## src/rtl/noise_pkg.sv

```systemverilog
package noise_pkg;
  localparam int LFSR_W = 15;
  localparam int TMR_W  = 12;
  localparam int VOL_W  = 4;
  localparam int LEN_W  = 5;

  typedef logic [TMR_W-1:0] tmr_t;

  function automatic tmr_t step_period(input logic [3:0] idx);
    case (idx)
      4'd0:  step_period = tmr_t'(4);
      4'd1:  step_period = tmr_t'(8);
      4'd2:  step_period = tmr_t'(16);
      4'd3:  step_period = tmr_t'(32);
      4'd4:  step_period = tmr_t'(64);
      4'd5:  step_period = tmr_t'(96);
      4'd6:  step_period = tmr_t'(128);
      4'd7:  step_period = tmr_t'(160);
      4'd8:  step_period = tmr_t'(202);
      4'd9:  step_period = tmr_t'(254);
      4'd10: step_period = tmr_t'(380);
      4'd11: step_period = tmr_t'(508);
      4'd12: step_period = tmr_t'(762);
      4'd13: step_period = tmr_t'(1016);
      4'd14: step_period = tmr_t'(2034);
      default: step_period = tmr_t'(4068);
    endcase
  endfunction
endpackage

```

## src/rtl/noise_timer.sv

```systemverilog
module noise_timer
  import noise_pkg::*;
(
  input  logic       clk,
  input  logic       rst_n,
  input  logic       tick_en,
  input  logic [3:0] period_idx,
  output logic       step
);
  tmr_t cnt_q, cnt_d;

  assign step = tick_en && (cnt_q == '0);

  always_comb begin
    cnt_d = cnt_q;
    if (tick_en) begin
      if (cnt_q == '0) cnt_d = step_period(period_idx) - tmr_t'(1);
      else             cnt_d = cnt_q - tmr_t'(1);
    end
  end

  always_ff @(posedge clk or negedge rst_n) begin
    if (!rst_n) cnt_q <= '0;
    else        cnt_q <= cnt_d;
  end
endmodule

```

## src/rtl/noise_lfsr.sv

```systemverilog
module noise_lfsr #(
  parameter int W         = 15,
  parameter int LONG_TAP  = 1,
  parameter int SHORT_TAP = 6
) (
  input  logic         clk,
  input  logic         rst_n,
  input  logic         step,
  input  logic         short_mode,
  output logic [W-1:0] state
);
  logic [W-1:0] st_q, st_d;
  logic         fb;

  assign fb = st_q[0] ^ (short_mode ? st_q[SHORT_TAP] : st_q[LONG_TAP]);

  always_comb begin
    st_d = st_q;
    if (step) st_d = {fb, st_q[W-1:1]};
  end

  always_ff @(posedge clk or negedge rst_n) begin
    if (!rst_n) st_q <= {{(W-1){1'b0}}, 1'b1};
    else        st_q <= st_d;
  end

  assign state = st_q;
endmodule

```

## src/rtl/noise_env.sv

```systemverilog
module noise_env #(
  parameter int VW = 4
) (
  input  logic          clk,
  input  logic          rst_n,
  input  logic          quarter,
  input  logic          restart_req,
  input  logic [VW-1:0] div_period,
  input  logic          loop_en,
  output logic [VW-1:0] level,
  output logic          restart_eff
);
  logic          pend_q, pend_d;
  logic [VW-1:0] div_q, div_d, lvl_q, lvl_d;

  assign restart_eff = pend_q | restart_req;

  always_comb begin
    pend_d = pend_q | restart_req;
    div_d  = div_q;
    lvl_d  = lvl_q;
    if (quarter) begin
      if (restart_eff) begin
        pend_d = 1'b0;
        lvl_d  = '1;
        div_d  = div_period;
      end else if (div_q == '0) begin
        div_d = div_period;
        if (lvl_q != '0)  lvl_d = lvl_q - 1'b1;
        else if (loop_en) lvl_d = '1;
      end else begin
        div_d = div_q - 1'b1;
      end
    end
  end

  always_ff @(posedge clk or negedge rst_n) begin
    if (!rst_n) begin
      pend_q <= 1'b0;
      div_q  <= '0;
      lvl_q  <= '0;
    end else begin
      pend_q <= pend_d;
      div_q  <= div_d;
      lvl_q  <= lvl_d;
    end
  end

  assign level = lvl_q;
endmodule

```

## src/rtl/noise_len.sv

```systemverilog
module noise_len #(
  parameter int LW = 5
) (
  input  logic          clk,
  input  logic          rst_n,
  input  logic          load,
  input  logic [LW-1:0] load_val,
  input  logic          half,
  input  logic          halt,
  output logic [LW-1:0] count
);
  logic [LW-1:0] cnt_q, cnt_d;

  always_comb begin
    cnt_d = cnt_q;
    if (load)                              cnt_d = load_val;
    else if (half && !halt && cnt_q != '0) cnt_d = cnt_q - 1'b1;
  end

  always_ff @(posedge clk or negedge rst_n) begin
    if (!rst_n) cnt_q <= '0;
    else        cnt_q <= cnt_d;
  end

  assign count = cnt_q;
endmodule

```

## src/rtl/noise_chan.sv

```systemverilog
module noise_chan
  import noise_pkg::*;
(
  input  logic       clk,
  input  logic       rst_n,
  input  logic       cpu_tick,
  input  logic       quarter_tick,
  input  logic       half_tick,
  input  logic       wr_en,
  input  logic [1:0] wr_addr,
  input  logic [7:0] wr_data,
  output logic [3:0] amp_out
);
  localparam int CTRL_W = VOL_W + 2;

  logic [1:0]        rs_q;
  logic              rst_i_n;
  logic [CTRL_W-1:0] ctrl_q, ctrl_d;
  logic [3:0]        idx_q, idx_d;
  logic              mode_q, mode_d;
  logic              wr_ctrl, wr_per, wr_len;
  logic              step;
  logic [LFSR_W-1:0] lfsr;
  logic [VOL_W-1:0]  env_level, vol;
  logic              env_restart_eff;
  logic [LEN_W-1:0]  len_cnt;

  // Reset: asserted asynchronously, released on a clock edge
  always_ff @(posedge clk or negedge rst_n) begin
    if (!rst_n) rs_q <= 2'b00;
    else        rs_q <= {rs_q[0], 1'b1};
  end
  assign rst_i_n = rs_q[1];

  assign wr_ctrl = wr_en && (wr_addr == 2'd0);
  assign wr_per  = wr_en && (wr_addr == 2'd2);
  assign wr_len  = wr_en && (wr_addr == 2'd3);

  always_comb begin
    ctrl_d = ctrl_q;
    idx_d  = idx_q;
    mode_d = mode_q;
    if (wr_ctrl) ctrl_d = wr_data[CTRL_W-1:0];
    if (wr_per) begin
      idx_d  = wr_data[3:0];
      mode_d = wr_data[7];
    end
  end

  always_ff @(posedge clk or negedge rst_i_n) begin
    if (!rst_i_n) begin
      ctrl_q <= '0;
      idx_q  <= '0;
      mode_q <= 1'b0;
    end else begin
      ctrl_q <= ctrl_d;
      idx_q  <= idx_d;
      mode_q <= mode_d;
    end
  end

  noise_timer u_timer (
    .clk(clk), .rst_n(rst_i_n), .tick_en(cpu_tick),
    .period_idx(idx_q), .step(step)
  );

  noise_lfsr #(.W(LFSR_W), .LONG_TAP(1), .SHORT_TAP(6)) u_lfsr (
    .clk(clk), .rst_n(rst_i_n), .step(step),
    .short_mode(mode_q), .state(lfsr)
  );

  noise_env #(.VW(VOL_W)) u_env (
    .clk(clk), .rst_n(rst_i_n), .quarter(quarter_tick),
    .restart_req(wr_len), .div_period(ctrl_q[VOL_W-1:0]),
    .loop_en(ctrl_q[VOL_W+1]), .level(env_level),
    .restart_eff(env_restart_eff)
  );

  noise_len #(.LW(LEN_W)) u_len (
    .clk(clk), .rst_n(rst_i_n), .load(wr_len),
    .load_val(wr_data[7:8-LEN_W]), .half(half_tick),
    .halt(ctrl_q[VOL_W+1]), .count(len_cnt)
  );

  always_comb begin
    if (len_cnt == '0)     vol = '0;
    else if (ctrl_q[VOL_W]) vol = ctrl_q[VOL_W-1:0];
    else                   vol = env_level;
  end

  assign amp_out = lfsr[0] ? vol : '0;
endmodule

```

## config.mk

```make
export PLATFORM = sky130hd
export DESIGN_NAME = noise_chan
export DESIGN_NICKNAME = d
export VERILOG_FILES = /design/src/rtl/noise_pkg.sv /design/src/rtl/noise_timer.sv /design/src/rtl/noise_lfsr.sv /design/src/rtl/noise_env.sv /design/src/rtl/noise_len.sv /design/src/rtl/noise_chan.sv
export SDC_FILE = /design/constraint.sdc
export NUM_CORES = 1
export LEC_CHECK = 0
export BUFFER_PORTS_ARGS = -buffer_cell sky130_fd_sc_hd__buf_2
export CAP_MARGIN = 20
export CORE_MARGIN = 1.5
export CORE_UTILIZATION = 48
export CTS_BUF_LIST = sky130_fd_sc_hd__clkbuf_8
export DETAILED_ROUTE_END_ITERATION = 6
export PLACE_DENSITY_LB_ADDON = 0.08
export SLEW_MARGIN = 20
export SYNTH_ARGS = -nofsm -noshare
export SYNTH_HDL_FRONTEND = slang
export SYNTH_SLANG_ARGS = --single-unit
```

## constraint.sdc

```tcl
create_clock -name clk -period 1.5 [get_ports clk]
set_input_delay 0.075 -clock clk [delete_from_list [all_inputs] [get_ports clk]]
set_output_delay 0.075 -clock clk [all_outputs]
set_load 0.03 [all_outputs]
```

==> run summary, run 1 <==
Tmin final: 1.87 ns
Initial Utilization: 49.9%
Clock group share of total power: 16.6%
EDFF count, synth: 0
Largest net degree at the start of global routing: 29
Die W: 81.7 um
Most frequent cells in the layout: buf_4, dfrtp_1, mux2_2, buf_2, nor2_1
PwrDens: 1450 nW/um^2
Crit path max fanout: 7
Initial antenna violation count: 0
Placed Cells: 420
Placed Area: 3590 um^2
CP endpoint kind: flop
Max_cap viols: 0
Final HPWL DP: 4740 um
Skew final: 0.00763 ns
Nets: 398
Die footprint: 6670 um^2
Cell Area, Synth: 2970 um^2
Slew Viols, Final: 0
Worst hold margin: 0.00681 ns
Violated checks: negative setup slack
Total Power: 6.10 mW
Buffers on Ports: 19
Crit. Startpoint: u_timer.cnt_q[0]
Launch point of the worst reg-to-reg path: u_timer.cnt_q[0]
Final setup margin: -0.367 ns
GP Congestion: 0.869
Sw frac: 36.6%
Die Y: 81.7 um
Status: complete, but fails checks
Syn nets: 309
ANT cells: 0
Asr flop ratio synth: 100%
CTS clk-pin slew, worst paths: 0.10 ns
Layout cells sized above 1: 50.3%
P_leak: 1.86 nW
H-tree depth: 2
Final setup fails: 39
Core Util, Final: 70.8%
Crit path required time: 1.71 ns
Mean post-synth cell area: 10.4 um^2
P_sw: 2.23 mW
Multi-input logic area: 1840 um^2
Site Rows: 28
Core Region: 5960 um^2
Vias: 2527
Kind of critical path: flop to flop
Most common cell after layout, fill and taps aside: buf_4
Total Wirelength: 7290 um
HP Class: input port to flop
Io pins: 20
Fill count: 451
VDD IR max: 0.853 mV
Hold Crit Start: wr_data[7]
Drt first pass iters: 4
Synth Flop Type: dfrtp_1
Final Non-Filler Cells: 451
Sequential area share after synthesis: 45.5%
Routed Antenna Nets: 0
Vias in the first global route: 2496
Crit start category: flop
GR Overflow Total: 0
Synth Warn #: 0
Clock buffer depth: 2
DR WL/cell: 16.2 um
Area Overhead vs Synth: 41.9%
DRC Markers: 0
CTS root buf: clkbuf_8
Comb pwr share: 47.5%
Fin crit share: 124%
Reg area: 1360 um^2
RSZ-0062 raised after global routing: yes
CP arrival: 2.08 ns
Worst skew pair latency: 0.31 ns
Seq cells post-synth: 54
Final Hold Viols: 0
CTS Buf Count: 5
First-pass GRT wire length: 11900 um
Internal power: 3.87 mW
Synth unique cells: 55
Drt first-iter violations: 143
DR vias/cell: 5.60
F_max: 536 MHz
Total track usage: 23.3%
Finished Cell Area: 4220 um^2
Mapped Cells: 286
TritonCTS clock tree: built
Sink Count: 54
Part of the power in registers: 35.9%
-- final cells by class --
class / count / area share, %
Clock inverter: 3 / 1.04
Inverter: 16 / 1.42
Multi-Input combinational cell: 202 / 43.6
Sequential cell: 54 / 32.2
Clock buffer: 5 / 1.63
Timing Repair Buffer: 96 / 17.9
Tap cell: 75 / 2.23
-- state kept, by name, summed over array words and instances (netlist names) --
name,cells
mode_q,1
idx_q,4
u_env.level,4
u_env.pend_q,1
u_timer.cnt_q,12
ctrl_q,6
rs_q,2
u_lfsr.state,15
u_env.div_q,4
u_len.count,5
-- per-stage QoR --
| stage | setup TNS, ns | setup slack, ns |
|---|---|---|
| 3_5_place_dp | -8.91 | -0.353 |
| 5_1_grt | -11.56 | -0.416 |
| 6_report | -9.44 | -0.367 |
| 4_1_cts | -8.53 | -0.336 |
| 3_3_place_gp | -7.41 | -0.314 |
| 2_1_floorplan | -3.93 | -0.452 |
-- power by group through the flow --
stage / clock, mW / sequential (mW) / combinational (mW)
global route: 1.08 / 2.24 / 3.17
detailed placement: 0 / 2.19 / 2.24
global placement: 0 / 2.18 / 2.20
CTS: 1.03 / 2.17 / 2.61
finish: 1.01 / 2.19 / 2.90
floorplan: 0 / 2.16 / 1.39
-- kinds of logic (layout without fill, tap and decap cells) --
family	Yosys count	count (layout)	share of synthesized area, %
and+or+nand+nor	88	88	17.5
muxes	36	36	13.3
adders and majority gates	8	8	3.28
DFF	54	54	45.5
xor gates and xnor gates	7	7	2.06
AOI/OAI and AO/OA	62	62	13.9
buffers and inverters	30	120	4.34
other	1	1	0.126
-- cells in the mapped netlist, types with 5 or more instances --
library cell	instances	area, um^2
clkbuf_1	10	37.5
nor2_1	20	75.1
nand2_1	12	45.0
xor2_1	6	52.6
mux2_2	27	304
a31oi_1	8	50.1
nor3_1	6	30.0
inv_1	16	60.1
ha_1	7	87.6
nand4_1	5	31.3
o21ai_0	15	75.1
mux2i_1	9	90.1
nand2b_1	5	31.3
dfrtp_1	53	1330
nand3_1	10	50.1
a21oi_1	10	50.1
-- metal layers --
metal  GRT usage [%]  vias to the layer above  wire, um
li1                -                     1230         -
met5               0                        -         0
met3            3.89                       12       196
met4            6.78                        0       155
met1            30.8                     1243      3240
met2            39.3                       42      3690
-- final timing paths --
path                               endpoint  slack, ns  cells past startpoint
max reg2reg                u_timer.cnt_q[2]      -0.37                      7
min reg2reg                u_timer.cnt_q[7]       0.26                      1
max in group asynchronous          idx_q[0]       0.93                      1
min                                  mode_q      0.007                      2
max                        u_timer.cnt_q[2]      -0.37                      7
min in group asynchronous           rs_q[1]       0.07                      2
-- what timing repair did --
item | in CTS | in global routing
endpoints found under the hold margin | 4 | 0
setup endpoints to repair | 41 | 42
gates cloned | 1 | 0
resized for setup | 45 | 38
pin swaps | 15 | 25
hold buffers | 3 | 0
buffers inserted | 12 | 10
-- worst max-delay path, cell delays in order (launching register included) --
cell	delay, ns
dfrtp_1	0.41
inv_2	0.09
ha_4	0.13
or4b_4	0.49
nor4_4	0.17
buf_6	0.17
mux2i_1	0.08
a22o_1	0.22
Power figures use the tool's default switching activity.
==> inputs of run 2 (changes only) <==
Settings changed: HOLD_SLACK_MARGIN set to 0.02, PLACE_DENSITY_LB_ADDON 0.08 to 0.1, TNS_END_PERCENT set to 5.
==> run 2 against run 1 <==
The flow still finishes with violations (negative setup slack). Sequential cell count unchanged. Register-to-register slack worse by 0.07 ns. Global-route usage down 2.3 points. Cell area down 5.9%. Wire length down 6.2%. Die area unchanged. Worst hold slack better by 0.024 ns. Largest cell class unchanged. Largest power group unchanged.
==> run summary, run 2 (synthesized netlist as in run 1, its figures left out) <==
Status: complete, but fails checks
Die footprint: 6670 um^2 (unchanged)
P_leak: 1.80 nW (-3.5%)
H-tree depth: 2 (unchanged)
Final Hold Viols: 0 (unchanged)
Tmin final: 1.94 ns (+0.0737 ns)
RSZ-0062 raised after global routing: yes
VDD IR max: 0.758 mV (-11%)
Largest net degree at the start of global routing: 30 (+3.4%)
TritonCTS clock tree: built
Met1 Wirelength: 3360 um (+3.5%)
Pre-CTS WS: -0.412 ns (-0.0594 ns)
Vias in the first global route: 2253 (-9.7%)
Initial Utilization: 49.9% (unchanged)
Buffers on Ports: 19 (unchanged)
Top Layer Used: met4
Hold Crit Start: wr_data[3]
Max reg flops: 15 (unchanged)
Crit path required time: 1.73 ns (+0.02 ns)
Sink Count: 54 (unchanged)
Finished Cell Area: 3970 um^2 (-5.9%)
Core Util, Final: 66.6% (-4.2 points)
CTS Buf Count: 5 (unchanged)
Crit start category: flop
Drt first pass iters: 4 (unchanged)
Core Region: 5960 um^2 (unchanged)
DRC Markers: 0 (unchanged)
CTS clk-pin slew, worst paths: 0.10 ns (about the same)
F_max: 515 MHz (-3.8%)
Most frequent cells in the layout: buf_4, dfrtp_1, mux2_2, nor2_1, buf_2
Io pins: 20 (unchanged)
Drt first-iter violations: 68 (-52%)
Met3 wire length: 191 um (-2.6%)
Placed Area: 3600 um^2 (+0.42%)
Die Y: 81.7 um (unchanged)
Total track usage: 21.0% (-2.3 points)
Layout cells sized above 1: 42.9% (-7.4 points)
Violated checks: negative setup slack
Final setup fails: 41 (+5.1%)
Site Rows: 28 (unchanged)
Total Wirelength: 6830 um (-6.2%)
Launch point of the worst reg-to-reg path: u_timer.cnt_q[1]
Setup TNS: -9.11 ns (+0.337 ns)
Met2 WL: 3240 um (-12%)
Max_cap viols: 0 (unchanged)
Worst skew pair latency: 0.32 ns (about the same)
Die W: 81.7 um (unchanged)
CP endpoint kind: flop
Routed Antenna Nets: 0 (unchanged)
CTS root buf: clkbuf_8
Vias: 2486 (-1.6%)
PwrDens: 1410 nW/um^2 (-2.8%)
First-pass GRT wire length: 10600 um (-11%)
Nets: 400 (+0.50%)
Worst hold margin: 0.0308 ns (+0.0240 ns)
DR WL/cell: 15.1 um (-6.6%)
ANT cells: 0 (unchanged)
Clock buffer depth: 2 (unchanged)
Fin crit share: 129% (+4.9 points)
Final setup margin: -0.441 ns (-0.0737 ns)
GR Overflow Total: 0 (unchanged)
HP Class: input port to flop
Kind of critical path: flop to flop
Skew final: 0.0131 ns (+0.00551 ns)
Final HPWL DP: 4880 um (+3.0%)
Initial antenna violation count: 0 (unchanged)
Crit. Startpoint: u_timer.cnt_q[1]
DR vias/cell: 5.49 (-2.1%)
Slew Viols, Final: 0 (unchanged)
Crit path max fanout: 3 (-4)
Area Overhead vs Synth: 33.5%
GP Congestion: 0.875 (+0.77%)
Most common cell after layout, fill and taps aside: buf_4
CP arrival: 2.17 ns (+0.09 ns)
## run 2: cell types whose count changed in the layout (fill, tap and decap cells not counted), sizes merged
cell | previous run | this run
clkinv | 1 | 0
clkinvlp | 0 | 2
bufinv | 1 | 0
dlygate4sd3 | 3 | 7
buf | 93 | 91
## run 2: worst max-delay path, cell delays in order (launching register included)
cell	delay (ns)
dfrtp_1	0.40
inv_2	0.09
ha_4	0.14
or4b_4	0.48
buf_4	0.16
nor4_1	0.17
buf_4	0.16
o221ai_1	0.11
a31oi_1	0.16
## run 2: area by class of cell
type,instances,area [um^2]
multi-input cells,202,1630
fillers,489,1990
clock buffers,5,68.8
clock inverters,3,23.8
flip-flops and latches,54,1350
repair buffers,98,739
inverters,16,60.1
well taps,75,93.8
## run 2: report_power, final
group	total [mW]	internal, mW	switching, mW
sequential	2.17	1.81	0.359
clock	0.846	0.335	0.511
combinational	2.57	1.40	1.16
total	5.58	3.55	2.03
## run 2: through the flow
stage | std cells | total power, mW
3_3_place_gp | 431 | 4.33
6_report | 453 | 5.58
5_1_grt | 453 | 5.99
2_1_floorplan | 286 | 3.45
3_5_place_dp | 431 | 4.39
4_1_cts | 449 | 5.36
## run 2: repair_timing
action,in CTS,in global routing
setup buffers,4,3
setup endpoints to repair,43,43
hold buffers,6,1
endpoints found under the hold margin,11,1
pin swaps,2,13
gates resized for setup,13,33
## run 2: layer usage
metal / track usage (%) / vias up
met4: 5.08 / 0
met3: 3.67 / 7
met1: 30.2 / 1207
li1: - / 1228
met2: 32.9 / 44
met5: 0 / -
## run 2: path summary, 6_finish.rpt
check                      slack (ns)  depth (start not counted)          endpoint
max                             -0.44                          8  u_timer.cnt_q[7]
min                              0.03                          2          idx_q[3]
max reg2reg                     -0.44                          8  u_timer.cnt_q[7]
min reg2reg                      0.18                          0    u_env.div_q[3]
max in group asynchronous        0.76                          1   u_lfsr.state[0]
min in group asynchronous        0.06                          2           rs_q[1]
==> inputs of run 3 (changes only) <==
Settings changed: HOLD_SLACK_MARGIN 0.02 to 0.05, PLACE_DENSITY_LB_ADDON 0.1 to 0.08.
==> run 3 against run 2 <==
Non-clock buffer count down 7. Power up 1.4%. The run still ends with negative setup slack left. Critical endpoint is now u_timer.cnt_q[2]. Count of clock-buffer cells in the layout up 1. Maximum frequency up 4.7%. Clock skew down 0.0073 ns. Wire length down 1.6%. Largest power group unchanged. Register-to-register slack better by 0.09 ns. Combinational power up 4%. Sequential share of layout area about the same. Clock power up 2%. Die area unchanged.
==> run summary, run 3 (synthesized netlist as in run 1, its figures left out) <==
Sw frac: 35.8% (-0.59 points)
CTS clk-pin slew, worst paths: 0.10 ns (about the same)
Reg2reg setup slack: -0.35 ns (+0.09 ns)
Most common cell after layout, fill and taps aside: buf_4
Clock group share of total power: 15.2% (about the same)
Crit start category: flop
Comb pwr share: 47.0% (+1.0 points)
Reg-to-Reg End: u_timer.cnt_q[2]
Area Overhead vs Synth: 33.8%
P_sw: 2.03 mW (-0.25%)
TritonCTS clock tree: built
Total Wirelength: 6720 um (-1.6%)
Die Y: 81.7 um (unchanged)
Io pins: 20 (unchanged)
GR Overflow Total: 0 (unchanged)
R2R depth: 7 (-1)
DR WL/cell: 15.1 um (about the same)
Placed Area: 3540 um^2 (-1.9%)
Largest net degree at the start of global routing: 42 (+40%)
Site Rows: 28 (unchanged)
Fill count: 468 (-4.3%)
Final HPWL DP: 4740 um (-2.9%)
Fin crit share: 124% (-5.8 points)
CTS Buf Count: 5 (unchanged)
Core Region: 5960 um^2 (unchanged)
Final setup margin: -0.354 ns (+0.0866 ns)
Kind of critical path: flop to flop
Bufs and invs on worst path: 2 (-1)
RSZ-0062 raised after global routing: yes
Crit path required time: 1.70 ns (-0.03 ns)
First-pass GRT wire length: 11100 um (+4.3%)
DR vias/cell: 5.47 (-0.31%)
F_max: 539 MHz (+4.7%)
Worst hold margin: 0.0688 ns (+0.0380 ns)
Die W: 81.7 um (unchanged)
GP Congestion: 0.858 (-1.9%)
Nets: 393 (-1.8%)
Tmin final: 1.85 ns (-0.0866 ns)
CP arrival: 2.06 ns (-0.11 ns)
Violated checks: negative setup slack
Worst path slowest cell: or4b_4
Slew Viols, Final: 0 (unchanged)
Part of the power in registers: 37.8% (-1.1 points)
Drt first pass iters: 4 (unchanged)
ANT cells: 0 (unchanged)
Critical path cell sequence: inv_2 > ha_4 > or4b_4 > nor4_4 > buf_6 > mux2i_1 > a22o_1
Max reg flops: 15 (unchanged)
Clock buffer depth: 2 (unchanged)
Buffers on Ports: 19 (unchanged)
Final Hold Viols: 0 (unchanged)
Vias in the first global route: 2419 (+7.4%)
Die footprint: 6670 um^2 (unchanged)
Crit. Startpoint: u_timer.cnt_q[1]
Initial antenna violation count: 0 (unchanged)
Cell family with most CP delay: simple AND/OR/NAND/NOR gates
Status: complete, but fails checks
DRC Markers: 0 (unchanged)
Drt first-iter violations: 180 (+160%)
Finished Cell Area: 3980 um^2 (+0.19%)
PwrDens: 1420 nW/um^2 (+1.2%)
Layout cells sized above 1: 42.0% (-0.81 points)
Max_cap viols: 0 (unchanged)
Final setup fails: 41 (unchanged)
Vias: 2440 (-1.9%)
Routed Antenna Nets: 0 (unchanged)
VDD IR max: 0.699 mV (-7.8%)
Launch point of the worst reg-to-reg path: u_timer.cnt_q[1]
Crit path max fanout: 7 (+4)
Worst skew pair latency: 0.31 ns (about the same)
Initial Utilization: 49.9% (unchanged)
Sink Count: 54 (unchanged)
Max stage delay on crit path: 0.49 ns (about the same)
Skew final: 0.00583 ns (-0.00731 ns)
Internal power: 3.63 mW (+2.4%)
Core Util, Final: 66.7% (+0.13 points)
P_leak: 1.77 nW (-1.3%)
CP endpoint kind: flop
Most frequent cells in the layout: buf_4, dfrtp_1, mux2_2, nor2_1, buf_2
HP Class: input port to async pin
H-tree depth: 2 (unchanged)
CTS root buf: clkbuf_8
Total track usage: 21.6% (+0.60 points)
-- run 3: cell type report --
class                           instances  area [um^2]  area share [%]
Multi-Input combinational cell        202         1670            42.0
Sequential cell                        54         1360            34.1
Timing Repair Buffer                   91          699            17.6
Tap cell                               75         93.8            2.36
Clock buffer                            6         82.6            2.08
Inverter                               16         60.1            1.51
Clock inverter                          2         12.5           0.315
-- run 3: how the worst max path moves through the flow --
stage,to,slack (ns),depth (start not counted)
finish,u_timer.cnt_q[2],-0.35,7
global route,u_timer.cnt_q[7],-0.42,6
CTS,u_timer.cnt_q[2],-0.35,7
detailed placement,u_timer.cnt_q[2],-0.41,7
global placement,u_len.count[1],-0.34,6
floorplan,u_timer.cnt_q[2],-0.45,6
-- run 3: power groups by stage --
stage	registers, mW	clock network (mW)	logic (mW)
3_3_place_gp	2.13	0	2.19
3_5_place_dp	2.14	0	2.23
2_1_floorplan	2.12	0	1.32
5_1_grt	2.20	0.936	2.94
4_1_cts	2.13	0.891	2.46
6_report	2.14	0.862	2.66
-- run 3: timing repair --
item,CTS,global route
hold buffers,9,0
resized for setup,28,29
cloned,0,0
hold endpoints to repair,18,0
setup endpoints to repair,43,43
pin swaps,12,4
setup buffers,7,0
-- run 3: metrics by stage --
stage / std cells / setup WS, ns / power [mW] / TNS, ns
2_1_floorplan: 286 / -0.453 / 3.45 / -13.95
5_1_grt: 446 / -0.423 / 6.07 / -12.23
3_5_place_dp: 422 / -0.412 / 4.37 / -12.73
6_report: 446 / -0.354 / 5.66 / -9.17
3_3_place_gp: 422 / -0.339 / 4.32 / -10.82
4_1_cts: 446 / -0.353 / 5.48 / -10.55
-- run 3: per-layer routing --
metal  track usage (%)  share of wire (%)  vias to the layer above
met5                 0                  0                        -
met4              5.08                1.4                        0
met3              4.00                2.7                       11
met2              35.8                 48                       37
met1              29.2                 48                     1168
li1                  -                  -                     1224
